===== config.mk =====
export PLATFORM = sky130hd
export DESIGN_NAME = chan_rx_unpacker
export DESIGN_NICKNAME = d
export VERILOG_FILES = /design/src/rtl/rxu_pkg.sv /design/src/rtl/rxu_code_check.sv /design/src/rtl/rxu_beat_buf.sv /design/src/rtl/rxu_word_mux.sv /design/src/rtl/rxu_err_flag.sv /design/src/rtl/chan_rx_unpacker.sv
export SDC_FILE = /design/constraint.sdc
export NUM_CORES = 1
export LEC_CHECK = 0
export BUFFER_PORTS_ARGS = -buffer_cell sky130_fd_sc_hd__buf_2
export CAP_MARGIN = 20
export CORE_UTILIZATION = 54
export DETAILED_ROUTE_END_ITERATION = 12
export PLACE_DENSITY = 0.93
export SYNTH_ARGS = -nofsm -noshare
export SYNTH_HDL_FRONTEND = slang
export SYNTH_SLANG_ARGS = --single-unit

===== constraint.sdc =====
create_clock -name clk -period 3.5 [get_ports clk]
set_input_delay 0.175 -clock clk [delete_from_list [all_inputs] [get_ports clk]]
set_output_delay 0.175 -clock clk [all_outputs]
set_load 0.005 [all_outputs]

===== src/rtl/rxu_pkg.sv =====
package rxu_pkg;
  parameter int DEF_WORD_W = 32;
  parameter int DEF_NWORDS = 2;

  // A code is legal when its set bits form a non-empty run starting at bit 0.
  function automatic bit code_is_legal(input logic [DEF_NWORDS-1:0] code);
    logic [DEF_NWORDS-1:0] nxt;
    nxt = code + 1'b1;
    return (code != '0) && ((code & nxt) == '0);
  endfunction
endpackage


===== src/rtl/rxu_code_check.sv =====
module rxu_code_check #(
  parameter int NWORDS = 2,
  localparam int IDX_W = (NWORDS > 1) ? $clog2(NWORDS) : 1
) (
  input  logic [NWORDS-1:0] code,
  output logic              legal,
  output logic [IDX_W-1:0]  last_idx
);
  logic [NWORDS-1:0] bumped;

  always_comb begin
    bumped   = code + 1'b1;
    legal    = (code != '0) && ((code & bumped) == '0);
    last_idx = '0;
    for (int i = 0; i < NWORDS; i++) begin
      if (code[i]) last_idx = IDX_W'(i);
    end
  end
endmodule


===== src/rtl/rxu_beat_buf.sv =====
module rxu_beat_buf #(
  parameter int WORD_W = 32,
  parameter int NWORDS = 2,
  localparam int IDX_W  = (NWORDS > 1) ? $clog2(NWORDS) : 1,
  localparam int BEAT_W = WORD_W * NWORDS
) (
  input  logic              clk,
  input  logic              rst_n,
  input  logic              load,
  input  logic [BEAT_W-1:0] load_data,
  input  logic [IDX_W-1:0]  load_last,
  input  logic              take,
  output logic              full,
  output logic              at_last,
  output logic [IDX_W-1:0]  cur_idx,
  output logic [BEAT_W-1:0] beat
);
  logic [IDX_W-1:0] last_q;

  assign at_last = (cur_idx == last_q);

  always_ff @(posedge clk) begin
    if (!rst_n) begin
      full    <= 1'b0;
      cur_idx <= '0;
      last_q  <= '0;
      beat    <= '0;
    end else if (load) begin
      full    <= 1'b1;
      cur_idx <= '0;
      last_q  <= load_last;
      beat    <= load_data;
    end else if (take && full) begin
      if (at_last) full <= 1'b0;
      else         cur_idx <= cur_idx + 1'b1;
    end
  end


  no_overflow_chk: assert property (@(posedge clk) disable iff (!rst_n)
    (full && !(take && at_last)) |-> !load);


  idx_advance_chk: assert property (@(posedge clk) disable iff (!rst_n)
    (full && take && !at_last && !load) |=> (full && cur_idx == $past(cur_idx) + 1'b1));
endmodule


===== src/rtl/rxu_word_mux.sv =====
module rxu_word_mux #(
  parameter int WORD_W = 32,
  parameter int NWORDS = 2,
  localparam int IDX_W  = (NWORDS > 1) ? $clog2(NWORDS) : 1,
  localparam int BEAT_W = WORD_W * NWORDS
) (
  input  logic [BEAT_W-1:0] beat,
  input  logic [IDX_W-1:0]  idx,
  output logic [WORD_W-1:0] word
);
  logic [WORD_W-1:0] lanes [NWORDS];

  for (genvar g = 0; g < NWORDS; g++) begin : g_lane
    assign lanes[g] = beat[g*WORD_W +: WORD_W];
  end

  assign word = lanes[idx];
endmodule


===== src/rtl/rxu_err_flag.sv =====
module rxu_err_flag (
  input  logic clk,
  input  logic rst_n,
  input  logic wr,
  input  logic rdy,
  input  logic legal,
  output logic err
);
  always_ff @(posedge clk) begin
    if (!rst_n)                     err <= 1'b0;
    else if (wr && (!rdy || !legal)) err <= 1'b1;
  end


  err_sticky_chk: assert property (@(posedge clk) disable iff (!rst_n)
    err |=> err);
endmodule


===== src/rtl/chan_rx_unpacker.sv =====
module chan_rx_unpacker
  import rxu_pkg::*;
#(
  parameter int WORD_W = DEF_WORD_W,
  parameter int NWORDS = DEF_NWORDS,
  localparam int IDX_W  = (NWORDS > 1) ? $clog2(NWORDS) : 1,
  localparam int BEAT_W = WORD_W * NWORDS
) (
  input  logic              clk,
  input  logic              rst_n,
  input  logic              ch_wr,
  input  logic [BEAT_W-1:0] ch_data,
  input  logic [NWORDS-1:0] ch_code,
  output logic              ch_rdy,
  output logic              out_valid,
  input  logic              out_ready,
  output logic [WORD_W-1:0] out_word,
  output logic              proto_err
);
  logic             legal, full, at_last, load, take, drain;
  logic [IDX_W-1:0] last_idx, cur_idx;
  logic [BEAT_W-1:0] beat;

  rxu_code_check #(.NWORDS(NWORDS)) u_code (
    .code(ch_code), .legal(legal), .last_idx(last_idx)
  );

  assign take      = full && out_ready;
  assign drain     = take && at_last;
  assign ch_rdy    = !full || drain;
  assign load      = ch_wr && ch_rdy && legal;
  assign out_valid = full;

  rxu_beat_buf #(.WORD_W(WORD_W), .NWORDS(NWORDS)) u_buf (
    .clk(clk), .rst_n(rst_n), .load(load), .load_data(ch_data),
    .load_last(last_idx), .take(take), .full(full), .at_last(at_last),
    .cur_idx(cur_idx), .beat(beat)
  );

  rxu_word_mux #(.WORD_W(WORD_W), .NWORDS(NWORDS)) u_mux (
    .beat(beat), .idx(cur_idx), .word(out_word)
  );

  rxu_err_flag u_err (
    .clk(clk), .rst_n(rst_n), .wr(ch_wr), .rdy(ch_rdy), .legal(legal),
    .err(proto_err)
  );


  out_hold_chk: assert property (@(posedge clk) disable iff (!rst_n)
    (out_valid && !out_ready) |=> (out_valid && $stable(out_word)));


  rdy_block_chk: assert property (@(posedge clk) disable iff (!rst_n)
    (out_valid && !out_ready) |-> !ch_rdy);


  bad_code_chk: assert property (@(posedge clk) disable iff (!rst_n)
    (ch_wr && ch_rdy && !legal) |=> (!out_valid && proto_err));


  wr_blocked_chk: assert property (@(posedge clk) disable iff (!rst_n)
    (ch_wr && !ch_rdy) |=> proto_err);
endmodule


# Word-level counts from Yosys, hierarchy flattened
# Cells that the tools add are included.
# Widths: inputs -> output; s select.
# word_totals
ff_bits,68
input_bits,70
word_cells,39
# classes
addsub,2
magnitude_cmp,1
n_eq_ne,1
muxes,7
n_bitwise,4
reduce_logical,19
# ops
cell,n
$mux 32,3
$logic_and 1x1->1,7
$reduce_bool 2->1,3
$mux 1,4
$reduce_and 2->1,2
$logic_not 1->1,3
$add 2x1->2 const B,1
$and 2x2->2,1
$ge 2x2->1 const B,1
$logic_not 2->1,1
$logic_or 1x1->1,2
$not 1->1,2
$not 1->2,1
$reduce_or 2->1,1
$add 1x1->1 const B,1
$eq 1x1->1,1

# Longest topological paths before layout
# logic_depth
ltp_word,7
mapped_depth,7
mapped_depth_nobuf,3

# By module
# From an unflattened synthesis, not the netlist that was laid out.
# hier_totals
cells_unflattened,266
area_unflattened_um2,3199.3
# modules_own_cells
mod,instances,cells_each,area_each_um2
rxu_beat_buf,1,219,2578.7
rxu_word_mux,1,36,544.3
rxu_err_flag,1,4,35.0
chan_rx_unpacker,1,5,30.0
rxu_code_check,1,2,11.3

# Worst setup path before layout
# OpenSTA, ideal clock, no wires.
# synth_timing
path_kind,register to register
startpoint,reg u_buf.cur_idx
endpoint,reg u_buf.beat[0]
setup_ns,0.072
t_arrival_ns,1.414
t_required_ns,3.428
slack_ns,2.015
stages_incl_launch_ff,8
n_path_buf,4
synth_period_minus_slack_ns,1.485
path_cell_list,dfxtp_1 buf_4 xnor2_1 a41o_1 buf_2 buf_6 buf_6 mux2i_1
# synth_between
elab_chain_len,5
# synth_rtl
element,line,source
from (decl),rxu_beat_buf.sv:15,"output logic [IDX_W-1:0] cur_idx,"
from (signal assigned),rxu_beat_buf.sv:35,else cur_idx <= cur_idx + 1'b1;
$eq 1x1->1,rxu_beat_buf.sv:20,assign at_last = (cur_idx == last_q);
$logic_and 1x1->1,chan_rx_unpacker.sv:29,assign drain = take && at_last;
$logic_or 1x1->1,chan_rx_unpacker.sv:30,assign ch_rdy = !full || drain;
$logic_and 1x1->1 (2 in series),chan_rx_unpacker.sv:31,assign load = ch_wr && ch_rdy && legal;
to (signal assigned),rxu_beat_buf.sv:32,beat <= load_data;
to (decl),rxu_beat_buf.sv:16,output logic [BEAT_W-1:0] beat
# Every way passes these cells.
# A chain may end at the register's enable or synchronous reset.

# Worst setup path in the final report
# layout_timing
startpoint,reg u_buf.cur_idx
endpoint,reg u_buf.beat[61]
# The elaborated chain is that of the path after synthesis.

==> impl_metrics.toml <==
[grt]
grt_usage_pct = 21.6
grt_pass1_vias = 2364
grt.overflow.total = 0
grt_first_pass_wirelength_mm = 10.1
grt_max_degree = 134
antenna_found_initial = 0

[logic_synthesis]
synthTopCellsByArea = "dfxtp_1 44%, mux2i_1 21%, nand2_1 16%"
netlist.area_leader.share_pct = 43.9
ys_seq_elements = 68
synth_area_per_cell_um2 = 9.27
synth-edff-count = 0
synth_area_leader_cell = "dfxtp_1"
syn_area_mm2 = 0.00310
async_flop_share_pct = 0
synth_most_common_cell = "nand2_1"
synth_commonest_cells = "132 x nand2_1, 68 x dfxtp_1, 66 x mux2i_1"
synth.yosys.warnings = 0
synthCells = 335
ys_seq_area_share_pct = 43.9
synth_nets = 405
synth.distinct_cells = 18
ys.flop_type = "dfxtp_1"

[cells_and_area]
antennaDiodeCount = 0
fin_util_pct = 69.5
syn2layout_area_growth_pct = 24.0
fin_area_mm2 = 0.00385
nets = 496
stdcell_count = 503
drive_gt1_share_pct = 36.4

[min_path]
hold_path_class = "primary input to flop"
hold_depth = 3
hold_path.startpoint = "ch_data[57]"

[sta]
relSlewSlack_pct = 57.4
worstMarginPinSlew_ns = 0.638
finalSetupTns_ns = 0
min_period_ns = 1.97
finalHoldViolCount = 0
fin_crit_sh_pct = 56.1
worst_slack_ns = 1.53
fin_skew_ns = 0.00835
final_max_slew_viol_count = 0
setup_viol = 0
max_freq_mhz = 509
rsz0062_at_grt = "no"
worst_hold_slack_ns = 0.0798

[critical_path]
arrival_ns = 2.21
required_ns = 3.75
critPathLaunch = "u_buf.cur_idx"
worstReg2RegStart = "u_buf.cur_idx"
worst-setup-path-type = "flop to flop"
reg2regPathDepth = 5
crit_path_start_kind = "flop"
crit_fanout = 67
worstSetupEndpointType = "flop"

[cts]
ctsHoldBuffers = 0
cts-resized-gates = 0
path_clk_slew_ns = 0.07
cts_made_buffers = 9
postCtsSetupRepairBufs = 0
cts-root-buf = "clkbuf_8"
clock_sinks = 68
cts_buffer_depth = 2
cts_tree = "done"
h-tree-depth = 3
clock_latency_ns = 0.33

[floorplan]
core_mm2 = 0.00554
die_w_um = 77.8
die_height_um = 77.8
start_util_pct = 56.0
dieArea_mm2 = 0.00606
num_io_pins = 105
fp-row-count = 27

[power]
p_per_area_mw_per_mm2 = 464
peakVddDrop_mv = 0.317
total_power_mw = 1.79
p_leak_nw = 1.82

[drt]
postRouteAntennaNets = 0
vias_per_cell = 4.96
wl_per_cell_um = 12.4
drt-total-wl_mm = 6.25
route.detailed.drc = 0
drt_iter0_drc = 105
via_count = 2497
first_pass_iters = 4

[placed_design]
dp_hpwl_mm = 4.04
port_buffers = 104
placed_cells = 486
placed_area_mm2 = 0.00361
gp_congestion = 0.766
place_ws_ns = 1.55

[flow_run]
cap_violations = 0

[outcome]
status = "finished, final reports clean"
## registers in the layout, indices dropped and copies added (netlist names)
name,count
u_buf.full,1
u_buf.beat,64
u_buf.last_q,1
u_err.err,1
u_buf.cur_idx,1
## routing by layer
layer / vias to the layer above / track usage [%] / routed length (um)
li1: 1290 / - / -
met1: 1124 / 25.8 / 2820
met2: 71 / 36.1 / 2980
met3: 12 / 4.82 / 313
met4: 0 / 11.1 / 133
met5: - / 0 / 0
## final timing paths
| path | slack, ns | to |
|---|---|---|
| setup / recovery | 1.53 | u_buf.beat[61] |
| hold / removal | 0.08 | u_buf.beat[57] |
| setup reg to reg | 1.53 | u_buf.beat[61] |
| hold reg to reg | 0.46 | u_buf.beat[20] |
## power by group
group          switching [mW]  internal (mW)
clock                   0.275          0.406
sequential             0.0264          0.829
combinational           0.120          0.131
total                   0.422           1.37
## area by class of cell
| class | count | area, um^2 |
|---|---|---|
| inverter | 1 | 3.75 |
| clock inverter | 3 | 42.5 |
| multi-input combinational | 239 | 1600 |
| timing repair buffer | 107 | 571 |
| clock buffer | 13 | 179 |
| tap | 72 | 90.1 |
| sequential | 68 | 1360 |
| fill | 452 | 1690 |
## cells by family (layout without fill, tap and decap cells)
family	after synthesis	after routing	synth area share, %
buf+inv	28	124	4.88
xor+xnor	1	1	0.282
simple gates	135	135	16.8
compound gates	5	5	1.25
flops	68	68	43.9
mux	98	98	32.9
## critical path: stages (launching register included)
cell,delay (ns)
dfxtp_1,0.30
buf_4,0.39
xnor2_1,0.24
a41o_4,0.26
buf_12,0.37
mux2i_1,0.28
## layout by cell type (no fill, tap or decap), types with 2 or more instances in the layout
cell      count
nand2_1     132
mux2_2       32
clkbuf_8     13
buf_2       103
dfxtp_1      68
mux2i_1      66
buf_4         2
buf_12        2
Power figures use the tool's default switching activity.
